<file path="config.mk">
export PLATFORM = sky130hd
export DESIGN_NAME = seqirq_ctrl_reg
export DESIGN_NICKNAME = d
export VERILOG_FILES = /design/src/rtl/seqirq_pkg.sv /design/src/rtl/seqirq_rst_sync.sv /design/src/rtl/seqirq_cfg_bits.sv /design/src/rtl/seqirq_strobe.sv /design/src/rtl/seqirq_handshake.sv /design/src/rtl/seqirq_ctrl_reg.sv
export SDC_FILE = /design/constraint.sdc
export NUM_CORES = 1
export LEC_CHECK = 0
export ABC_CLOCK_PERIOD_IN_PS = 4500
export BUFFER_PORTS_ARGS = -buffer_cell sky130_fd_sc_hd__buf_2
export CORE_AREA = 4 4 52 54
export CTS_CLUSTER_SIZE = 20
export DETAILED_ROUTE_END_ITERATION = 8
export DIE_AREA = 0 0 56 58
export PLACE_DENSITY = 0.77
export RECOVER_POWER = 25
export SYNTH_ARGS = -nofsm -noshare
export SYNTH_HDL_FRONTEND = slang
export SYNTH_HIERARCHICAL = 1
export SYNTH_SLANG_ARGS = --single-unit
</file>
<file path="constraint.sdc">
create_clock -name clk -period 4.5 [get_ports clk]
set_clock_uncertainty 0.15 [all_clocks]
set_input_delay 0.9 -clock clk [delete_from_list [all_inputs] [get_ports clk]]
set_output_delay 0.9 -clock clk [all_outputs]
set_load 0.02 [all_outputs]
</file>
<file path="src/rtl/seqirq_pkg.sv">
package seqirq_pkg;
  // Field positions inside the control word; a neighbour decodes them.
  localparam int unsigned BIT_RUN     = 0;
  localparam int unsigned BIT_SWCTL   = 1;
  localparam int unsigned BIT_BERR    = 2;
  localparam int unsigned BIT_SRST    = 3;
  localparam int unsigned BIT_LCLR    = 4;
  localparam int unsigned BIT_IRQEN   = 5;
  localparam int unsigned BIT_ROUTE_L = 6;
  localparam int unsigned BIT_ROUTE_H = 7;
  localparam int unsigned BIT_ACK     = 8;
  localparam int unsigned FIELD_TOP   = 8;

  localparam int unsigned NUM_CFG     = 3;
  localparam int unsigned NUM_STROBE  = 2;

  typedef enum logic [1:0] {
    ROUTE_NONE = 2'd0,
    ROUTE_HOST = 2'd1,
    ROUTE_PWR  = 2'd2,
    ROUTE_BOTH = 2'd3
  } route_t;
endpackage

</file>
<file path="src/rtl/seqirq_rst_sync.sv">
module seqirq_rst_sync #(
  parameter int unsigned STAGES = 2
) (
  input  logic clk,
  input  logic rst_n,
  output logic rst_n_sync
);
  logic [STAGES-1:0] chain_q;

  always_ff @(posedge clk or negedge rst_n) begin
    if (!rst_n) chain_q <= '0;
    else        chain_q <= {chain_q[STAGES-2:0], 1'b1};
  end

  assign rst_n_sync = chain_q[STAGES-1];
endmodule

</file>
<file path="src/rtl/seqirq_cfg_bits.sv">
module seqirq_cfg_bits #(
  parameter int unsigned N = 3
) (
  input  logic         clk,
  input  logic         rst_n,
  input  logic         load,
  input  logic [N-1:0] din,
  output logic [N-1:0] q
);
  logic [N-1:0] q_d;

  for (genvar i = 0; i < N; i++) begin : g_bit
    always_comb begin
      q_d[i] = q[i];
      if (load) q_d[i] = din[i];
    end

    always_ff @(posedge clk or negedge rst_n) begin
      if (!rst_n) q[i] <= 1'b0;
      else        q[i] <= q_d[i];
    end
  end
endmodule

</file>
<file path="src/rtl/seqirq_strobe.sv">
module seqirq_strobe #(
  parameter int unsigned N = 2
) (
  input  logic         clk,
  input  logic         rst_n,
  input  logic         hit,
  input  logic [N-1:0] cmd,
  output logic [N-1:0] pulse
);
  logic [N-1:0] pulse_d;

  for (genvar i = 0; i < N; i++) begin : g_cmd
    // A command bit lives for exactly one cycle after it is written.
    always_comb begin
      pulse_d[i] = hit & cmd[i];
    end

    always_ff @(posedge clk or negedge rst_n) begin
      if (!rst_n) pulse[i] <= 1'b0;
      else        pulse[i] <= pulse_d[i];
    end
  end
endmodule

</file>
<file path="src/rtl/seqirq_handshake.sv">
module seqirq_handshake
  import seqirq_pkg::*;
(
  input  logic   clk,
  input  logic   rst_n,
  input  logic   hit,
  input  logic   wr_en_bit,
  input  logic   wr_ack_bit,
  input  route_t wr_route,
  output logic   irq_en,
  output logic   ack_pend,
  output route_t route
);
  logic   en_d;
  logic   ack_d;
  route_t route_d;

  always_comb begin
    en_d  = irq_en;
    ack_d = 1'b0;
    if (ack_pend) begin
      // Enable and acknowledge fall together.
      en_d  = 1'b0;
      ack_d = 1'b0;
    end else if (irq_en) begin
      ack_d = hit & wr_ack_bit;
    end else if (hit) begin
      en_d = wr_en_bit;
    end
  end

  always_comb begin
    route_d = route;
    if (hit && !irq_en) route_d = wr_route;
  end

  always_ff @(posedge clk or negedge rst_n) begin
    if (!rst_n) begin
      irq_en   <= 1'b0;
      ack_pend <= 1'b0;
      route    <= ROUTE_NONE;
    end else begin
      irq_en   <= en_d;
      ack_pend <= ack_d;
      route    <= route_d;
    end
  end
endmodule

</file>
<file path="src/rtl/seqirq_ctrl_reg.sv">
module seqirq_ctrl_reg
  import seqirq_pkg::*;
#(
  parameter int unsigned ADDR_W    = 8,
  parameter int unsigned DATA_W    = 32,
  parameter logic [7:0]  CTRL_ADDR = 8'h00
) (
  input  logic              clk,
  input  logic              rst_n,
  input  logic              wr_en,
  input  logic [ADDR_W-1:0] addr,
  input  logic [DATA_W-1:0] wdata,
  output logic [DATA_W-1:0] rdata,
  output logic              host_irq,
  output logic              pwr_irq,
  output logic              soft_rst_pulse,
  output logic              loop_clr_pulse,
  output logic              run_en,
  output logic              sw_ctrl,
  output logic              buserr_det_en
);
  localparam logic [ADDR_W-1:0] MY_ADDR = ADDR_W'(CTRL_ADDR);

  logic                  rst_n_sync;
  logic                  addr_hit;
  logic                  wr_hit;
  logic [NUM_CFG-1:0]    cfg_q;
  logic [NUM_STROBE-1:0] strobe_q;
  logic                  irq_en;
  logic                  ack_pend;
  route_t                route;
  logic [FIELD_TOP:0]    word;

  seqirq_rst_sync #(.STAGES(2)) u_rst (
    .clk        (clk),
    .rst_n      (rst_n),
    .rst_n_sync (rst_n_sync)
  );

  assign addr_hit = (addr == MY_ADDR);
  assign wr_hit   = wr_en & addr_hit;

  seqirq_cfg_bits #(.N(NUM_CFG)) u_cfg (
    .clk   (clk),
    .rst_n (rst_n_sync),
    .load  (wr_hit),
    .din   (wdata[BIT_BERR:BIT_RUN]),
    .q     (cfg_q)
  );

  seqirq_strobe #(.N(NUM_STROBE)) u_strobe (
    .clk   (clk),
    .rst_n (rst_n_sync),
    .hit   (wr_hit),
    .cmd   (wdata[BIT_LCLR:BIT_SRST]),
    .pulse (strobe_q)
  );

  seqirq_handshake u_hs (
    .clk        (clk),
    .rst_n      (rst_n_sync),
    .hit        (wr_hit),
    .wr_en_bit  (wdata[BIT_IRQEN]),
    .wr_ack_bit (wdata[BIT_ACK]),
    .wr_route   (route_t'(wdata[BIT_ROUTE_H:BIT_ROUTE_L])),
    .irq_en     (irq_en),
    .ack_pend   (ack_pend),
    .route      (route)
  );

  assign run_en         = cfg_q[0];
  assign sw_ctrl        = cfg_q[1];
  assign buserr_det_en  = cfg_q[2];
  assign soft_rst_pulse = strobe_q[0];
  assign loop_clr_pulse = strobe_q[1];

  assign host_irq = irq_en & route[0];
  assign pwr_irq  = irq_en & route[1];

  always_comb begin
    word = {ack_pend, route, irq_en, strobe_q, cfg_q};
    rdata = '0;
    if (addr_hit) rdata[FIELD_TOP:0] = word;
  end
endmodule

</file>
## Word-level counts from Yosys, hierarchy flattened

Cells that the tools add are included.

| word-level totals | value |
|---|---|
| register bits after elaboration | 11 |
| input bits | 43 |
| output and inout bits | 39 |
| word-level logic and storage cells | 24 |

| operators by class | value |
|---|---|
| muxes and demuxes | 6 |
| bitwise logic cells | 6 |
| reduce and logical (&&, ||, !) cells | 3 |

Operators with widths:

| kind | number |
|---|---|
| two-way mux 9 bit | 1 |
| logical NOT 8 bit | 1 |
| bitwise AND 1 bit | 6 |
| two-way mux 1 bit | 5 |
| logical AND 1 bit | 1 |
| logical NOT 1 bit | 1 |

## Depth between registers and ports, before layout

Gate-level depths: netlist (run 1).

| depth | value |
|---|---|
| word-level depth | 5 |
| gate-level depth with buffers | 5 |
| depth with buffers taken out | 4 |

## Cells and area by module

The synthesis (run 1) kept the hierarchy.

By module, submodules not included:

| module | instances | cells each | area an instance (sq um) | sequential area each (sq um) |
|---|---|---|---|---|
| seqirq_ctrl_reg | 1 | 50 | 362.8 | 0.0 |
| seqirq_handshake | 1 | 10 | 162.7 | 100.1 |
| seqirq_cfg_bits | 1 | 6 | 108.9 | 75.1 |
| seqirq_strobe | 1 | 4 | 62.6 | 50.0 |
| seqirq_rst_sync | 1 | 3 | 53.8 | 50.0 |

## Worst setup path after synthesis (run 1)

OpenSTA, ideal clock, no wires.

| timing path | value |
|---|---|
| kind | in2out |
| start | input addr[1] |
| end | output rdata[0] |
| arrival time | 1.908 ns |
| data required time | 3.450 ns |
| path slack | 1.542 ns |
| cell stages on the path | 3 |
| buffers on the path | 1 |
| path through | or4_1 > buf_2 > nor3_2 |

| on the way | value |
|---|---|
| cells in the longest elaborated chain, start to end | 2 |

RTL lines:

| item | line | text |
|---|---|---|
| from (decl) | seqirq_ctrl_reg.sv:11 | `input logic [ADDR_W-1:0] addr,` |
| logical NOT 8 bit | seqirq_ctrl_reg.sv:40 | `assign addr_hit = (addr == MY_ADDR);` |
| two-way mux 9 bit | seqirq_ctrl_reg.sv:83 | `if (addr_hit) rdata[FIELD_TOP:0] = word;` |
| to (decl) | seqirq_ctrl_reg.sv:13 | `output logic [DATA_W-1:0] rdata,` |

No other way between the ends.

## Worst setup path in the final report (run 1)

| timing path | value |
|---|---|
| start | input addr[1] |
| end | output rdata[7] |

The elaborated chain is that of the path after synthesis.

==> results of run 1 <==
power by group:
| group | switching [mW] | internal, mW |
|---|---|---|
| sequential | 0.00373 | 0.102 |
| combinational | 0.0266 | 0.00985 |
| clock | 0.0323 | 0.0343 |
cell type report:
type / count / share of cell area
Multi-Input combinational cell: 49 / 0.3770
Sequential cell: 11 / 0.3129
Timing Repair Buffer: 35 / 0.1977
Inverter: 10 / 0.04267
Tap cell: 28 / 0.03983
Clock buffer: 4 / 0.02987
cells in the final DEF, fill, tap and decap left out, drive strengths merged:
cell and instances:
a21oi 1, and2 2, and4b 1, buf 34, clkbuf 5, conb 24
dfrtp 11, inv 10, mux2 5, nor2 3, nor2b 1, nor3 10
or4 2
logic make-up after synthesis:
kind of cell,after synthesis
buffers and inverters,35
muxes,5
other,2
and+or+nand+nor,19
DFF,11
AOI/OAI and AO/OA,1
registers in the layout, indices dropped and copies added (netlist names):
signal	count
u_hs/route	2
u_hs/irq_en	1
u_strobe/pulse	2
u_hs/ack_pend	1
u_cfg/q	3
u_rst/chain_q	2
worst max-delay path: stages:
cell	delay, ps
buf_2	90
or4_1	810
nor3_2	210
buf_2	190
worst paths after layout:
check,to,slack (ps),startpoint
worst max-delay path,rdata[7],1240,addr[1]
worst min-delay path,u_hs/ack_pend$_DFF_PN0_,-0.07,u_rst/chain_q[1]$_DFF_PN0_
worst max register to register,u_hs/route[0]$_DFFE_PN0P_,3320,u_hs/irq_en$_DFF_PN0_
worst min register to register,u_hs/ack_pend$_DFF_PN0_,-0.07,u_rst/chain_q[1]$_DFF_PN0_
max in group asynchronous,u_rst/chain_q[1]$_DFF_PN0_,3830,rst_n
min in group clk,u_rst/chain_q[1]$_DFF_PN0_,210,u_rst/chain_q[0]$_DFF_PN0_
layer usage:
layer / vias up / GRT usage / routed length (µm)
met2: 46 / 0.1770 / 713
met1: 241 / 0.09608 / 520
met3: 2 / 0.04232 / 256
met4: 0 / 0.05085 / 19
met5: - / 0 / 0
li1: 255 / - / -
==> impl_metrics.csv, run 1 <==
group,metric,value,unit
status,status,"finished with violations",
logic_synthesis,synth-simple-area-share,0.2300,
logic_synthesis,synthXorXnorAreaFrac,0,
sta,tightest_slew,594.0,ps
critical_path,cp.arrival,2210,ps
logic_synthesis,ys_top_cells_by_count,"23 x buf_4, 11 x dfrtp_1, 10 x inv_1",
cts,cts_max_path_buffers,2,
layout,multiInputGateArea,331.6,µm²
routing,vias,544,
logic_synthesis,synth_most_common_cell,"buf_4",
logic_synthesis,synth_flop_cell,"dfrtp_1",
routing,drt_iter0_drc,6,
logic_synthesis,ys_ff_latch,11,
power_and_ir_drop,pwr_density_cell,237.8,nW/µm²
logic_synthesis,syn_area_per_cell,10.28,µm²
cts,clock_sinks,11,
sta,setup_ws,1244,ps
cts,hold_buffers,0,
logic_synthesis,synthAdderAreaFrac,0,
floorplan,dieArea,3248,µm²
cts,cts_max_level,1,
placement,place_congestion,0.6862,
routing,antenna_left,0,
placement,dpl.cell_count,133,
layout,nets,153,
power_and_ir_drop,ir_worst_vdd,0.1063,mV
logic_synthesis,muxShareOfSynthArea,0.08500,
logic_synthesis,yosysSeqAreaShare,0.3667,
floorplan,die-height,58,µm
sta,period_share,0.7235,
global_routing,grt_pass1_wl,2456,µm
job,max_cap_violations,0,
routing,routed_wl,1509,µm
global_routing,antenna_found_initial,0,
cts,worst_skew_pair.late_latency,270,ps
sta,maxSlewHeadroom,0.6040,
status,violations,"hold timing",
sta,worst_hold_slack,-0.07255,ps
cts,post_cts_buffers,0,
power_and_ir_drop,finalPower,209.1,µW
power_and_ir_drop,p_leak,0.4822,nW
hold_path,hp-class,"reg2async",
global_routing,overflow,0,
logic_synthesis,yosysUniqueCellTypes,17,
cts,clk_pin_slew_worst_paths,70,ps
cts,root_buffer,"clkbuf_4",
critical_path,critical_path_class,"in2out",
critical_path,endpoint_kind,"primary output",
global_routing,grt_max_degree,11,
placement,place_ws,1248,ps
sta,setup_violations,0,
layout,fin_cells,137,
logic_synthesis,synth_top_family_by_area,"buffers and inverters",
layout,fillers,228,
critical_path,critPathMaxFanout,10,
critical_path,reg2reg_depth,2,
logic_synthesis,syn_area,750.7,µm²
routing,drtPass1Iterations,2,
logic_synthesis,syn_inst,73,
global_routing,grt_pass1_vias,528,
sta,rsz0062_at_grt,"false",
floorplan,rows,17,
logic_synthesis,yosys-top-cells-area,"dfrtp_1 37%, buf_4 23%, nor3_2 12%",
sta,fmax,307.2,MHz
global_routing,grtUsageTotal,0.09837,
floorplan,core_area,2212,µm²
floorplan,ios,82,
routing,drc,0,
routing,post_drt_via_cell_ratio,3.971,
placement,placed_cell_area,854.6,µm²
logic_synthesis,yosys_warnings,6,
critical_path,worst_setup_path_start_kind,"input pin",
sta,tns,0,ps
logic_synthesis,ys_async_sr_fraction,1.000,
routing,routedWlPerCell,11.01,µm
sta,drv_slew,0,
critical_path,worstPathRequired,3450,ps
layout,synthToLayoutAreaGrowth,17.17,%
logic_synthesis,yosysTopAreaCell,"dfrtp_1",
floorplan,initial_core_util,0.3394,
sta,period_needed,3256,ps
logic_synthesis,synth_top_area_share,0.3667,
sta,hold_viol_final,1,
layout,layout-drive-gt1-share,0.4954,
cts,cts_buffers,3,
placement,dp_hpwl,1271,µm
cts,tritoncts,"yes",
floorplan,fp.dieW,56,µm
layout,antenna_cells,0,
logic_synthesis,synth_compound_area_frac,0.006667,
placement,portBuffers,35,
layout,seq_area,275.3,µm²
logic_synthesis,synth_edf_count,0,
layout,design_area,879.6,µm²
layout,postLayoutCoreUtil,0.3976,
cts,post_cts_resized,0,
(Power assumes the default switching activity.)
==> run 2: changes to the inputs <==
--- a/config.mk
+++ b/config.mk
@@ -5,13 +5,14 @@
 export SDC_FILE = /design/constraint.sdc
 export NUM_CORES = 1
 export LEC_CHECK = 0
-export ABC_CLOCK_PERIOD_IN_PS = 4500
+export ABC_AREA = 1
+export ABC_CLOCK_PERIOD_IN_PS = 3180
 export BUFFER_PORTS_ARGS = -buffer_cell sky130_fd_sc_hd__buf_2
-export CORE_AREA = 4 4 52 54
+export CORE_AREA = 4 4 53 55
 export CTS_CLUSTER_SIZE = 20
 export DETAILED_ROUTE_END_ITERATION = 8
-export DIE_AREA = 0 0 56 58
-export PLACE_DENSITY = 0.77
+export DIE_AREA = 0 0 57 59
+export PLACE_DENSITY = 0.75
 export RECOVER_POWER = 25
 export SYNTH_ARGS = -nofsm -noshare
 export SYNTH_HDL_FRONTEND = slang
==> constraint.sdc (replaced) <==
create_clock -name clk -period 3.18 [get_ports clk]
set_clock_uncertainty 0.15 [all_clocks]
set_input_delay 0.636 -clock clk [delete_from_list [all_inputs] [get_ports clk]]
set_output_delay 0.636 -clock clk [all_outputs]
set_load 0.02 [all_outputs]
==> run 2 against run 1 <==
The run still ends with hold timing left. Count of clock-buffer cells in the layout did not move. Worst setup slack got worse by 230 ps. Wire length fell by 9.1%. Utilization fell by 1.6 points. Non-clock buffer count rose by 1. Sequential share of layout area fell by 1.1 points. Largest cell class unchanged. Highest routed layer is now met3.
==> impl_metrics.csv, run 2 <==
group,metric,value,unit
cts,tritoncts,"yes",
sta,maxSlewHeadroom,0.5216,
placement,place_congestion,0.7468,
sta,rsz0062_at_grt,"false",
routing,drtPass1Iterations,3,
cts,post_cts_buffers,0,
critical_path,worst_setup_path_start_kind,"input pin",
logic_synthesis,syn_area,752.0,µm²
power_and_ir_drop,ir_worst_vdd,0.1529,mV
placement,dpl.cell_count,156,
critical_path,worstReg2RegStart,"u_hs/irq_en$_DFF_PN0_",
critical_path,cpMaxStageDelayCell,"nand2_2",
global_routing,grt_max_degree,12,
critical_path,crit_top_cell,"buf_2",
critical_path,critPathLaunch,"addr[1]",
layout,top_register,"u_cfg/q",
sta,drv_slew,0,
layout,antenna_cells,0,
logic_synthesis,synth_edf_count,0,
global_routing,grt_pass1_vias,524,
floorplan,ios,82,
critical_path,worstPathRequired,2390,ps
routing,routedWlPerCell,8.516,µm
cts,clk_pin_slew_worst_paths,60,ps
critical_path,max_stage_delay,190,ps
global_routing,overflow,0,
critical_path,critical_path_class,"in2out",
logic_synthesis,yosysUniqueCellTypes,13,
power_and_ir_drop,pwr_density_cell,317.2,nW/µm²
cts,cts_max_level,1,
layout,nets,175,
critical_path,critPathMaxFanout,10,
floorplan,initial_core_util,0.3150,
sta,fmax,462.2,MHz
logic_synthesis,syn_inst,92,
routing,routed_wl,1371,µm
floorplan,dieArea,3363,µm²
logic_synthesis,synth_flop_cell,"dfrtp_1",
layout,fin_cells,161,
routing,vias,583,
layout,final_common_cell,"buf_2",
logic_synthesis,yosysTopAreaCell,"dfrtp_1",
sta,tns,0,ps
critical_path,crit_path_cell_trace,"buf_2 > nor2_1 > nand2_2 > nor3_2 > buf_2",
floorplan,core_area,2387,µm²
sta,worst_hold_slack,-7.877,ps
critical_path,endpoint_kind,"primary output",
power_and_ir_drop,finalPower,289.0,µW
routing,post_drt_via_cell_ratio,3.621,
cts,clock_sinks,11,
layout,most-common-layout-cells,"35 x buf_2, 24 x conb_1, 19 x nand2_1",
layout,layout-drive-gt1-share,0.4122,
placement,portBuffers,35,
cts,post_cts_resized,0,
logic_synthesis,synth_top_area_share,0.3661,
logic_synthesis,yosysSeqAreaShare,0.3661,
floorplan,rows,18,
logic_synthesis,synth_most_common_cell,"buf_4",
logic_synthesis,ys_ff_latch,11,
cts,worst_skew_pair.late_latency,250,ps
status,status,"finished with violations",
layout,seq_area,275.3,µm²
job,max_cap_violations,0,
logic_synthesis,ys_top_cells_by_count,"23 x buf_4, 19 x nand2_1, 15 x inv_1",
placement,dp_hpwl,1193,µm
floorplan,fp.dieW,57,µm
layout,fillers,257,
hold_path,hp-class,"reg2async",
cts,cts_buffers,3,
logic_synthesis,yosys_warnings,6,
floorplan,die-height,59,µm
status,violations,"hold timing",
sta,period_needed,2164,ps
sta,period_share,0.6804,
layout,multiInputGateArea,326.6,µm²
routing,antenna_left,0,
routing,drt_iter0_drc,14,
global_routing,grt_pass1_wl,2180,µm
cts,root_buffer,"clkbuf_4",
routing,drc,0,
sta,tightest_slew,713.7,ps
layout,synthToLayoutAreaGrowth,21.13,%
placement,placed_cell_area,874.6,µm²
critical_path,cp.arrival,1380,ps
logic_synthesis,syn_area_per_cell,8.174,µm²
layout,design_area,910.9,µm²
sta,setup_violations,0,
global_routing,antenna_found_initial,0,
logic_synthesis,ys_async_sr_fraction,1.000,
sta,hold_viol_final,9,
cts,cts_max_path_buffers,2,
global_routing,grtUsageTotal,0.08283,
logic_synthesis,yosys-top-cells-area,"dfrtp_1 37%, buf_4 23%, nor3_2 13%",
power_and_ir_drop,p_leak,0.5459,nW
layout,largest_reg_flops,3,
run 2: cell count changes after synthesis, moves of 2 or more:
cell     delta
nor2_2      +2
nand3_1     +3
mux2_4      -2
inv_1       +5
mux2_2      -3
nand2_1    +19
and2_1      -2
run 2: stage by stage:
| stage | util | worst slack (ps) |
|---|---|---|
| finish | 0.3816 | 1016 |
| global route | 0.3816 | 914.6 |
| CTS | 0.3816 | 1003 |
| detailed placement | 0.3664 | 964.3 |
| global placement | 0.3664 | 976.8 |
| floorplan | - | 1163 |
run 2: final timing paths:
check / endpoint / slack (ps) / cells past startpoint
max in group asynchronous: u_rst/chain_q[1]$_DFF_PN0_ / 2260 / 2
setup / recovery: rdata[6] / 1020 / 5
hold reg to reg: u_cfg/q[2]$_DFFE_PN0P_ / -8 / 0
setup reg to reg: u_hs/route[0]$_DFFE_PN0P_ / 2130 / 4
hold / removal: u_cfg/q[2]$_DFFE_PN0P_ / -8 / 0
min in group clk: u_rst/chain_q[1]$_DFF_PN0_ / 210 / 0
run 2: worst max-delay path: cells and delay by family:
kind / cells / cell delay, ps
and+or+nand+nor: 3 / 460
buffers and inverters: 2 / 270
run 2: final cells by class:
class,count,share of cell area
clock buffers,4,0.02885
inverters,16,0.06593
multi-input cells,64,0.3585
flip-flops and latches,11,0.3022
well taps,30,0.04121
repair buffers,36,0.2033
run 2: cells by family after synthesis:
kind of cell,Yosys count,synth area share
AO/OA/AOI/OAI,1,0.01165
buffers and inverters,39,0.3095
flip-flops,11,0.3661
other,2,0.009987
AND/OR/NAND/NOR,39,0.3028
run 2: layer usage:
metal  GRT usage  share of wire
met2      0.1256           0.43
met1      0.1060           0.42
met3     0.02832           0.15
met4     0.03974              0
met5           0              0
run 2: repair_timing:
item | CTS | global route
hold buffers | 1 | 0
endpoints found under the hold margin | 2 | 0
setup endpoints to repair | 0 | 0
run 2: where the power goes:
group | leakage [nW] | switching, mW | total, mW | internal, mW
sequential | 0.144 | 0.00445 | 0.148 | 0.144
combinational | 0.387 | 0.0389 | 0.0523 | 0.0134
clock | 0.0150 | 0.0402 | 0.0886 | 0.0484
==> run 3: changes to the inputs <==
--- a/config.mk
+++ b/config.mk
@@ -6,7 +6,7 @@
 export NUM_CORES = 1
 export LEC_CHECK = 0
 export ABC_AREA = 1
-export ABC_CLOCK_PERIOD_IN_PS = 3180
+export ABC_CLOCK_PERIOD_IN_PS = 2100
 export BUFFER_PORTS_ARGS = -buffer_cell sky130_fd_sc_hd__buf_2
 export CORE_AREA = 4 4 53 55
 export CTS_CLUSTER_SIZE = 20
==> constraint.sdc (replaced) <==
create_clock -name clk -period 2.1 [get_ports clk]
set_clock_uncertainty 0.15 [all_clocks]
set_input_delay 0.42 -clock clk [delete_from_list [all_inputs] [get_ports clk]]
set_output_delay 0.42 -clock clk [all_outputs]
set_load 0.02 [all_outputs]
==> run 3 against run 2 <==
Clock power is 55% higher. Utilization is 0.31 points higher. Highest routed layer unchanged. Non-clock buffer count is 1 higher. Via count is 0.34% higher. The flow still finishes with violations (hold timing). Largest power group unchanged. Register-to-register slack worse by 1000 ps.
==> impl_metrics.csv, run 3 (same netlist as run 2, synthesis figures left out) <==
group,metric,value,unit
critical_path,r2r_slack,1080,ps
critical_path,endpoint_kind,"primary output",
routing,antenna_left,0,
critical_path,worstReg2RegStart,"u_hs/irq_en$_DFF_PN0_",
layout,seq_area,275.3,µm²
cts,cts_buffers,3,
global_routing,grt_pass1_wl,2187,µm
global_routing,grt_max_degree,12,
hold_path,hp-class,"reg2async",
sta,rsz0062_at_grt,"false",
power_and_ir_drop,p_leak,0.5513,nW
status,violations,"hold timing",
floorplan,die-height,59,µm
sta,period_share,0.8247,
layout,synthToLayoutAreaGrowth,22.13,%
layout,fillers,267,
layout,antenna_cells,0,
routing,routedWlPerCell,8.778,µm
power_and_ir_drop,ir_worst_vdd,0.2672,mV
floorplan,ios,82,
layout,top_register,"u_cfg/q",
global_routing,overflow,0,
global_routing,grt_pass1_vias,485,
sta,worst_hold_slack,-15.60,ps
sta,fmax,577.4,MHz
layout,postLayoutCoreUtil,0.3847,
cts,worst_skew_pair.late_latency,260,ps
routing,drc,0,
cts,post_cts_buffers,0,
layout,final_common_cell,"buf_2",
cts,cts_max_path_buffers,2,
layout,nets,176,
floorplan,dieArea,3363,µm²
cts,clock_sinks,11,
cts,cts_max_level,1,
critical_path,endpoint,"rdata[7]",
layout,multiInputGateArea,326.6,µm²
placement,dp_hpwl,1197,µm
critical_path,worstPathRequired,1530,ps
cts,tritoncts,"yes",
routing,drt_iter0_drc,19,
layout,most-common-layout-cells,"35 x buf_2, 24 x conb_1, 19 x nand2_1",
floorplan,fp.dieW,57,µm
sta,tns,0,ps
critical_path,reg2reg_depth,4,
layout,layout-drive-gt1-share,0.4167,
sta,period_needed,1732,ps
status,status,"finished with violations",
routing,vias,585,
routing,post_drt_via_cell_ratio,3.611,
floorplan,rows,18,
global_routing,grtUsageTotal,0.08418,
cts,root_buffer,"clkbuf_4",
cts,clk_pin_slew_worst_paths,70,ps
job,max_cap_violations,0,
critical_path,worst_setup_path_start_kind,"input pin",
critical_path,critPathLaunch,"addr[1]",
routing,drtPass1Iterations,2,
floorplan,initial_core_util,0.3150,
power_and_ir_drop,pwr_density_cell,479.8,nW/µm²
floorplan,core_area,2387,µm²
sta,drv_slew,0,
layout,largest_reg_flops,3,
sta,hold_viol_final,9,
critical_path,critical_path_class,"in2out",
global_routing,antenna_found_initial,0,
critical_path,critPathMaxFanout,10,
placement,portBuffers,35,
sta,setup_violations,0,
placement,place_congestion,0.7469,
critical_path,r2r_end,"u_hs/route[0]$_DFFE_PN0P_",
routing,routed_wl,1422,µm
critical_path,cp.arrival,1160,ps
==> run 3: area by class of cell <==
cell class | count | area share
sequential | 11 | 0.2997
clock buffer | 4 | 0.02861
inverter | 16 | 0.06540
timing repair buffer | 37 | 0.2098
multi-input combinational | 64 | 0.3556
tap | 30 | 0.04087
==> run 3: critical path, stage by stage <==
cell     delay, ps
buf_2          100
nor2_1         110
nand2_2        190
nor3_2         150
buf_2          180
==> run 3: worst min path at each step <==
| stage | to | slack [ps] | cells after the start |
|---|---|---|---|
| after floorplan | u_cfg/q[0]$_DFFE_PN0P_ | -40 | 0 |
| after global placement | u_strobe/pulse[0]$_DFF_PN0_ | -2 | 0 |
| after detailed placement | u_strobe/pulse[0]$_DFF_PN0_ | -3 | 0 |
| after CTS | u_hs/ack_pend$_DFF_PN0_ | 0.9 | 0 |
| after global routing | u_cfg/q[0]$_DFFE_PN0P_ | 30 | 0 |
| final | u_hs/ack_pend$_DFF_PN0_ | -20 | 0 |
==> run 3: metrics by stage <==
stage	area (µm²)	setup WS [ps]	hold slack [ps]	total power, mW	cells
6_report	918.4	368.0	-15.60	0.4407	162
5_1_grt	918.4	253.1	31.90	0.4712	162
4_1_cts	918.4	349.6	0.9433	0.4486	162
3_5_place_dp	882.1	350.0	-3.007	0.3060	157
3_3_place_gp	882.1	363.6	-1.974	0.3046	157
2_1_floorplan	834.6	481.9	-42.22	0.3139	114
==> run 3: routing by layer <==
metal | share of wire | GRT usage | vias to the layer above
met5 | 0 | 0 | -
li1 | - | - | 305
met4 | 0 | 0.03974 | 0
met3 | 0.16 | 0.04139 | 0
met1 | 0.40 | 0.1072 | 244
met2 | 0.45 | 0.1191 | 36
==> run 3: power breakdown <==
group,switching [mW],internal [mW]
logic,0.0590,0.0203
clock network,0.0638,0.0732
registers,0.00692,0.217
total,0.130,0.311
==> run 3: what timing repair did <==
action	in CTS	in global routing
hold endpoints to repair	2	0
hold buffers	1	0
gates resized for setup	0	0
endpoints found under the setup margin	0	0
